### config.mk
export PLATFORM = sky130hd
export DESIGN_NAME = audioDecimFilter
export DESIGN_NICKNAME = d
export VERILOG_FILES = /design/src/rtl/audioFiltPkg.sv /design/src/rtl/biquadSection.sv /design/src/rtl/filterCtrl.sv /design/src/rtl/filterDatapath.sv /design/src/rtl/audioDecimFilter.sv
export SDC_FILE = /design/constraint.sdc
export NUM_CORES = 2
export LEC_CHECK = 0
export ABC_AREA = 0
export BUFFER_PORTS_ARGS = -buffer_cell sky130_fd_sc_hd__clkbuf_2
export CORE_ASPECT_RATIO = 1.4
export CORE_UTILIZATION = 65
export CTS_BUF_LIST = sky130_fd_sc_hd__clkbuf_8
export DETAILED_ROUTE_END_ITERATION = 6
export PLACE_DENSITY = 0.82
export SLEW_MARGIN = 20
export SYNTH_ARGS = -nofsm -noshare
export SYNTH_HDL_FRONTEND = slang
export SYNTH_SLANG_ARGS = --single-unit
### constraint.sdc
create_clock -name clk -period 13.9 [get_ports clk]
set_input_delay 0.695 -clock clk [delete_from_list [all_inputs] [get_ports clk]]
set_output_delay 0.695 -clock clk [all_outputs]
set_load 0.005 [all_outputs]
### src/rtl/audioFiltPkg.sv
package audioFiltPkg;
  localparam int DATA_W = 16;
  localparam int COEF_W = 18;
  localparam int FRAC_W = 16;
  localparam int ACC_W  = DATA_W + COEF_W + 3;

  typedef logic signed [DATA_W-1:0] sample_t;
  typedef logic signed [ACC_W-1:0]  acc_t;

  typedef struct packed {
    logic signed [COEF_W-1:0] b0;
    logic signed [COEF_W-1:0] b1;
    logic signed [COEF_W-1:0] b2;
    logic signed [COEF_W-1:0] a1;
    logic signed [COEF_W-1:0] a2;
  } coefSet_t;

  typedef struct packed {
    logic lpLoad;
    logic bpLoad;
    logic bpSelDec;
    logic keep;
    logic fullLoad;
    logic fullUseBp;
    logic decUseBp;
  } strobes_t;
endpackage

### src/rtl/biquadSection.sv
module biquadSection
  import audioFiltPkg::*;
#(
  parameter coefSet_t COEF = '0
) (
  input  logic    clk,
  input  logic    rstN,
  input  logic    load,
  input  sample_t x,
  output sample_t yNext
);
  localparam acc_t SAT_HI = acc_t'((2 ** (DATA_W - 1)) - 1);
  localparam acc_t SAT_LO = acc_t'(-(2 ** (DATA_W - 1)));
  localparam acc_t ROUND  = acc_t'(2 ** (FRAC_W - 1));

  sample_t x1, x2, y1, y2;
  acc_t    acc, rnd;

  always_comb begin
    acc = acc_t'($signed(COEF.b0)) * acc_t'(x)
        + acc_t'($signed(COEF.b1)) * acc_t'(x1)
        + acc_t'($signed(COEF.b2)) * acc_t'(x2)
        - acc_t'($signed(COEF.a1)) * acc_t'(y1)
        - acc_t'($signed(COEF.a2)) * acc_t'(y2);
    rnd = (acc + ROUND) >>> FRAC_W;
    if (rnd > SAT_HI)      yNext = sample_t'(SAT_HI);
    else if (rnd < SAT_LO) yNext = sample_t'(SAT_LO);
    else                   yNext = sample_t'(rnd);
  end

  always_ff @(posedge clk) begin
    if (!rstN) begin
      x1 <= '0; x2 <= '0; y1 <= '0; y2 <= '0;
    end else if (load) begin
      x2 <= x1; x1 <= x;
      y2 <= y1; y1 <= yNext;
    end
  end

  AST_SAT_HIGH: assert property (@(posedge clk) disable iff (!rstN)
    (load && rnd > SAT_HI) |=> (y1 == sample_t'(SAT_HI)));
  AST_SAT_LOW: assert property (@(posedge clk) disable iff (!rstN)
    (load && rnd < SAT_LO) |=> (y1 == sample_t'(SAT_LO)));
  AST_STATE_FROZEN: assert property (@(posedge clk) disable iff (!rstN)
    !load |=> ($stable(y1) && $stable(x1)));
endmodule

### src/rtl/filterCtrl.sv
module filterCtrl
  import audioFiltPkg::*;
#(
  parameter int DECIM = 8
) (
  input  logic     clk,
  input  logic     rstN,
  input  logic     inValid,
  input  logic     filtEn,
  input  logic     useDecim,
  output strobes_t stb,
  output logic     fullValid,
  output logic     decValid
);
  localparam int CNT_W = (DECIM > 1) ? $clog2(DECIM) : 1;

  logic [CNT_W-1:0] phase;
  logic             lpValidQ;
  logic             keep;

  assign keep = lpValidQ && (phase == '0);

  always_comb begin
    stb.lpLoad    = inValid;
    stb.fullLoad  = inValid;
    stb.keep      = keep;
    stb.bpSelDec  = useDecim;
    stb.bpLoad    = filtEn && (useDecim ? keep : inValid);
    stb.fullUseBp = filtEn && !useDecim;
    stb.decUseBp  = filtEn && useDecim;
  end

  always_ff @(posedge clk) begin
    if (!rstN) begin
      phase     <= '0;
      lpValidQ  <= 1'b0;
      fullValid <= 1'b0;
      decValid  <= 1'b0;
    end else begin
      lpValidQ  <= inValid;
      fullValid <= inValid;
      decValid  <= keep;
      if (lpValidQ)
        phase <= (phase == CNT_W'(DECIM - 1)) ? '0 : phase + 1'b1;
    end
  end

  AST_DEC_LATENCY: assert property (@(posedge clk) disable iff (!rstN)
    decValid |-> $past(inValid, 2));
  AST_DEC_SPACED: assert property (@(posedge clk) disable iff (!rstN)
    decValid |=> !decValid);
endmodule

### src/rtl/filterDatapath.sv
module filterDatapath
  import audioFiltPkg::*;
#(
  parameter coefSet_t LP_COEF = '0,
  parameter coefSet_t BP_COEF = '0
) (
  input  logic     clk,
  input  logic     rstN,
  input  strobes_t stb,
  input  sample_t  inSample,
  output sample_t  fullSample,
  output sample_t  decSample
);
  sample_t lpNext, lpHold, bpIn, bpNext;

  biquadSection #(.COEF(LP_COEF)) uLowPass (
    .clk(clk), .rstN(rstN), .load(stb.lpLoad), .x(inSample), .yNext(lpNext)
  );

  assign bpIn = stb.bpSelDec ? lpHold : inSample;

  biquadSection #(.COEF(BP_COEF)) uResonant (
    .clk(clk), .rstN(rstN), .load(stb.bpLoad), .x(bpIn), .yNext(bpNext)
  );

  always_ff @(posedge clk) begin
    if (!rstN) begin
      lpHold     <= '0;
      fullSample <= '0;
      decSample  <= '0;
    end else begin
      if (stb.lpLoad)   lpHold     <= lpNext;
      if (stb.fullLoad) fullSample <= stb.fullUseBp ? bpNext : inSample;
      if (stb.keep)     decSample  <= stb.decUseBp ? bpNext : lpHold;
    end
  end

  AST_DEC_HOLD: assert property (@(posedge clk) disable iff (!rstN)
    !stb.keep |=> $stable(decSample));
endmodule

### src/rtl/audioDecimFilter.sv
module audioDecimFilter
  import audioFiltPkg::*;
#(
  parameter int       DECIM   = 8,
  parameter coefSet_t LP_COEF = '{b0: 18'sd2130, b1: 18'sd4260, b2: 18'sd2130,
                                  a1: -18'sd94372, a2: 18'sd37356},
  parameter coefSet_t BP_COEF = '{b0: 18'sd2523, b1: 18'sd0, b2: -18'sd2523,
                                  a1: -18'sd121242, a2: 18'sd60490}
) (
  input  logic        clk,
  input  logic        rstN,
  input  logic        inValid,
  input  logic [15:0] inSample,
  input  logic        filtEn,
  input  logic        useDecim,
  output logic        fullValid,
  output logic [15:0] fullSample,
  output logic        decValid,
  output logic [15:0] decSample
);
  strobes_t stb;
  sample_t  fullS, decS;

  filterCtrl #(.DECIM(DECIM)) uCtrl (
    .clk(clk), .rstN(rstN), .inValid(inValid), .filtEn(filtEn),
    .useDecim(useDecim), .stb(stb), .fullValid(fullValid), .decValid(decValid)
  );

  filterDatapath #(.LP_COEF(LP_COEF), .BP_COEF(BP_COEF)) uData (
    .clk(clk), .rstN(rstN), .stb(stb), .inSample(sample_t'(inSample)),
    .fullSample(fullS), .decSample(decS)
  );

  assign fullSample = fullS;
  assign decSample  = decS;

  AST_FULL_LATENCY: assert property (@(posedge clk) disable iff (!rstN)
    inValid |=> fullValid);
  AST_FULL_IDLE: assert property (@(posedge clk) disable iff (!rstN)
    !inValid |=> !fullValid);
  AST_FULL_HOLD: assert property (@(posedge clk) disable iff (!rstN)
    !inValid |=> $stable(fullSample));
  AST_RESET_QUIET: assert property (@(posedge clk)
    !rstN |=> (!fullValid && !decValid));
endmodule

Word-level counts from Yosys, hierarchy flattened
Index checks and enable logic that the tools add are counted.
{ "classes": {"n_addsub": 10, "n_mul": 9, "n_div": 0, "n_lt_le_gt_ge": 4, "n_eq_ne": 1, "n_shift": 0, "muxes": 9, "n_bitwise": 0, "reduce_logical": 6} }
{ "ops": {"columns": ["operator", "n"], "rows": [
  ["$mux W16", 7],
  ["$mul A12 B16 Y28 const A", 3],
  ["$add A36 B17 Y37 const B", 2],
  ["$sub A35 B33 Y36", 2],
  ["$mul A16 B16 Y32 const A", 2],
  ["$mul A13 B16 Y29 const A", 2],
  ["$gt A21 B16 Y1 const B", 2],
  ["$lt A21 B16 Y1 const B", 2],
  ["$sub A30 B34 Y35", 1],
  ["$sub A32 B34 Y35", 1],
  ["$mul A17 B16 Y33 const A", 1],
  ["$add A31 B29 Y32", 1],
  ["$add A29 B30 Y31", 1],
  ["$mul A15 B16 Y31 const A", 1],
  ["$add A29 B29 Y30", 1],
  ["$logic_and A1 B1 Y1", 4],
  ["$add A3 B1 Y3 const B", 1],
  ["$eq A3 B3 Y1 const B", 1],
  ["$logic_not A3 Y1", 1],
  ["$mux W3", 1],
  ["$logic_not A1 Y1", 1],
  ["$mux W1", 1]
]} }
{ "word_totals": {"ff_bits": 165, "latch_bits": 0, "ramBits": 0, "rom_bits": 0, "inputBits": 21, "n_memories": 0} }

Logic depth before layout (Yosys ltp)
{ "logic_depth": {"word_depth": 10, "depth_mapped": 48, "ltp_nobuf": 46} }

Modules after synthesis
Synthesis repeated with hierarchy kept, for this count alone.
{ "hier_totals": {"hier_cells": 5634, "hier_area_um2": 53433.7} }
{ "by_module_without_submodules": {"columns": ["mod", "n_inst", "cells_each", "area_each_um2", "seq_area_each_um2"], "rows": [
  ["biquadSection at uData.uLowPass", 1, 2896, 26266.4, 1281.2],
  ["biquadSection at uData.uResonant", 1, 2495, 24641.1, 1281.2],
  ["filterDatapath", 1, 211, 2243.4, 960.9],
  ["filterCtrl", 1, 32, 282.8, 100.1]
]} }

Worst setup path after synthesis
OpenSTA, ideal clock, no wires.
{ "synth_timing": {"kind": "reg2reg", "start": "register uData.uResonant.y1[14]", "end": "register uData.decSample[13]", "t_arrival_ps": 11214, "required_ps": 13826, "setup_slack_ps": 2612, "stages_incl_launch_ff": 43, "synth_period_minus_slack_ps": 11288, "cell_sequence": "dfxtp_1 -> fa_1 -> fa_1 -> inv_1 -> fa_1 -> inv_1 -> fa_1 -> inv_1 -> fa_1 -> fa_1 -> inv_1 -> ha_1 -> or2_2 -> a21oi_1 -> a31oi_1 -> a41o_1 -> nor4_1 -> nor3_1 -> [7 not listed] -> xnor2_1 -> xnor2_1 -> fa_1 -> fa_1 -> inv_1 -> fa_1 -> ha_1 -> ha_1 -> clkbuf_1 -> a21o_1 -> a21oi_1 -> mux2_2 -> a31oi_1 -> nand3_2 -> nor4_4 -> buf_4 -> o21bai_1 -> a31oi_1"} }
{ "synth_between": {"elab_chain_len": 8} }
{ "synth_lines": {"columns": ["item", "line_no", "text"], "rows": [
  ["start: declaration", "biquadSection.sv:16", "sample_t x1, x2, y1, y2;"],
  ["start signal: assignment", "biquadSection.sv:36", "y2 <= y1; y1 <= yNext;"],
  ["$mul A17 B16 Y33 (*)", "biquadSection.sv:23", "- acc_t'($signed(COEF.a1)) * acc_t'(y1)"],
  ["$sub A30 B34 Y35 (*)", "biquadSection.sv:23", null],
  ["$sub A35 B33 Y36 (*)", "biquadSection.sv:24", "- acc_t'($signed(COEF.a2)) * acc_t'(y2);"],
  ["$add A36 B17 Y37 (*)", "biquadSection.sv:25", "rnd = (acc + ROUND) >>> FRAC_W;"],
  ["$lt A21 B16 Y1", "biquadSection.sv:27", "else if (rnd < SAT_LO) yNext = sample_t'(SAT_LO);"],
  ["$mux W16", "biquadSection.sv:27", null],
  ["$mux W16 (*)", "biquadSection.sv:26", "if (rnd > SAT_HI) yNext = sample_t'(SAT_HI);"],
  ["$mux W16 (*)", "filterDatapath.sv:34", "if (stb.keep) decSample <= stb.decUseBp ? bpNext : lpHold;"],
  ["end signal: assignment", "filterDatapath.sv:34", null],
  ["end: declaration", "filterDatapath.sv:12", "output sample_t decSample"]
]} }
Every way passes the cells marked *; elsewhere a longest branch is shown, timed or not.
A chain may end at the register's enable or synchronous reset.

Worst setup path in the final report
{ "layout_timing": {"start": "register uData.uResonant.y1[5]", "end": "register uData.decSample[12]"} }
Same word-level chain as after synthesis.

==> results.py <==
metrics = {
    "routing": {
        "drtIter0Drc": 1811,
        "drc": 0,
        "vias_per_cell": 5.79,
        "wl_um": 134000,
        "ant_nets": 0,
        "vias": 37300,
        "wl_per_cell_um": 20.8,
        "first_pass_iters": 6,
    },
    "hold_path": {
        "hold_path.class": "flop to flop",
    },
    "cts": {
        "numCtsBuffers": 17,
        "clk_latency_ns": 0.63,
        "post-cts-setup-buffer-count": 0,
        "clk_pin_slew_ns": 0.12,
        "cts_buffer_depth": 2,
        "cts.hold.buffers_added": 0,
        "clock-sinks": 165,
        "h-tree-depth": 4,
        "post_cts_resized": 0,
        "cts_tree": "built",
        "root_buffer": "clkbuf_8",
    },
    "yosys": {
        "synthesis.nets": 7331,
        "synth_edf_count": 0,
        "yosysWarnings": 0,
        "yosysUniqueCellTypes": 78,
        "synthesis.instances": 5346,
        "ys_ff_latch": 165,
        "synth_area_per_cell_um2": 9.61,
        "yosysSeqAreaShare": 0.0643,
        "synthFlopType": "dfxtp_1",
        "syn-cell-area_mm2": 0.0514,
        "synthArstFlopShare": 0,
    },
    "timing": {
        "rsz0062_at_grt": "false",
        "worst_slew_pin_slew_ns": 1.17,
        "setup_ws_ns": 0.967,
        "min_period_ns": 12.93,
        "tns_ns": 0,
        "finalCritPeriodShare": 0.930,
        "fmax_mhz": 77.3,
        "finalSetupViolations": 0,
        "drv_slew": 0,
        "hold_violations": 0,
        "skew_ns": 0.0284,
        "slew_headroom": 0.220,
    },
    "floorplan": {
        "dieHeight_um": 335,
        "die-width_um": 240,
        "ioPinCount": 55,
        "num_rows": 121,
        "start_util": 0.659,
        "dieArea_mm2": 0.0802,
        "core_area_mm2": 0.0780,
    },
    "global_route": {
        "grt_max_degree": 88,
        "grt_pass1_vias": 41500,
        "overflow": 0,
        "antenna_found_initial": 5,
        "grt_use_total": 0.354,
        "grt_pass1_wl_um": 215000,
    },
    "placed_design": {
        "placedCellCount": 6404,
        "dpl_worst_slack_ns": 1.08,
        "routabilityCongestion": 1.02,
        "port_buffers": 54,
        "place_hpwl_um": 116000,
    },
    "finish": {
        "area_growth_pct": 3.78,
        "stdcell_count": 6438,
        "final_nets": 7363,
        "drive_gt1_frac": 0.0341,
    },
    "worst_setup_path": {
        "crit_path_max_incr_delay_ns": 0.70,
        "cp-start-kind": "flop",
        "cp.arrival_ns": 13.48,
        "cp.required_ns": 14.44,
        "cp_slowest_cell": "o31ai_1",
        "cp-end-kind": "flop",
        "cp_common_cell": "fa_1",
        "critPathKind": "flop to flop",
        "crit_path_max_fanout": 21,
    },
    "flow_run": {
        "drv_cap": 0,
    },
    "outcome": {
        "outcome": "complete, no violations",
    },
}
## critical path, delay by kind of cell, from the launching register on
kind                     cells  cell delay, ns
adder cells (fa/ha/maj)     16            6.56
AO/OA/AOI/OAI               10            2.51
AND/OR/NAND/NOR              7            1.80
XOR/XNOR                     3            0.96
flip-flops                   1            0.55
buffers and inverters        7            0.44
## path summary, 6_finish.rpt
| check | start | to | slack, ns | depth (start not counted) |
|---|---|---|---|---|
| max | uData.uResonant.y1[5] | uData.decSample[12] | 0.97 | 43 |
| min | uData.uResonant.x1[5] | uData.uResonant.x2[5] | 0.47 | 2 |
| max reg2reg | uData.uResonant.y1[5] | uData.decSample[12] | 0.97 | 43 |
| min reg2reg | uData.uResonant.x1[5] | uData.uResonant.x2[5] | 0.47 | 2 |
## cell families after synthesis
family | count (synthesis) | share of synthesized area
simple gates | 756 | 0.0702
fa+ha+maj | 1964 | 0.606
flops | 165 | 0.0643
buf+inv | 1357 | 0.0995
xor+xnor | 289 | 0.0495
compound gates | 723 | 0.0926
mux | 92 | 0.0183
## through the flow
| step | util | hold slack [ns] | instance area, µm² |
|---|---|---|---|
| floorplan | - | 0.441 | 51400 |
| global placement | 0.679 | 0.449 | 53000 |
| detailed placement | 0.679 | 0.460 | 53000 |
| CTS | 0.684 | 0.481 | 53300 |
| global route | 0.684 | 0.504 | 53300 |
| finish | 0.684 | 0.473 | 53300 |
## metal layers
layer,part of all wire,global-route usage,vias up
met4,0.095,0.284,6
met5,0.00030,0,-
met3,0.051,0.0652,527
met2,0.51,0.637,1013
met1,0.34,0.355,18500
li1,-,-,17300
## state kept, by name (all words and copies together), names as in the netlist, 3 cells and up
register,count
uData.lpHold,16
uData.uResonant.y1,16
uData.decSample,16
uData.uResonant.x2,16
uData.uLowPass.x2,16
uData.uLowPass.y2,16
uData.uLowPass.x1,16
uData.uResonant.y2,16
uData.fullSample,16
uCtrl.phase,3
uData.uResonant.x1,16
## synthesized netlist by cell type, types with 16 or more instances
master,n,area share
inv_1,1282,0.094
ha_1,1091,0.27
fa_1,873,0.34
nand2_1,278,0.020
xnor2_1,205,0.035
a21oi_1,178,0.017
dfxtp_1,165,0.064
nor2_1,143,0.010
o21ai_0,143,0.014
xor2_1,82,0.014
nor2b_1,80,0.0097
mux2i_1,77,0.015
a21o_1,64,0.0093
nand3_1,62,0.0060
clkbuf_1,60,0.0044
o211ai_1,59,0.0086
a21boi_0,50,0.0073
a31oi_1,47,0.0057
nor3_1,45,0.0044
nand2b_1,26,0.0032
o21a_1,23,0.0034
and2_1,22,0.0027
and3_1,22,0.0027
or3_1,20,0.0024
or2_2,18,0.0022
a41oi_1,16,0.0027
## cell type report
class	count	area (µm²)
clock buffer	17	234
antenna	2	5.00
multi-input combinational	3824	43000
sequential	165	3300
inverter	1283	4820
clock inverter	15	131
timing repair buffer	87	523
fill	5945	24600
tap	1045	1310
## placed cells by master (no fill, tap or decap), types with 77 or more instances in the layout
cell type and count:
inv_1 1283, ha_1 1091, fa_1 873, nand2_1 278, xnor2_1 205, a21oi_1 178
dfxtp_1 164, o21ai_0 143, nor2_1 143, xor2_1 82, nor2b_1 78, mux2i_1 77
Power is not shown: default switching activity piles up to over one toggle a cycle in this logic, so the estimate is an artifact.
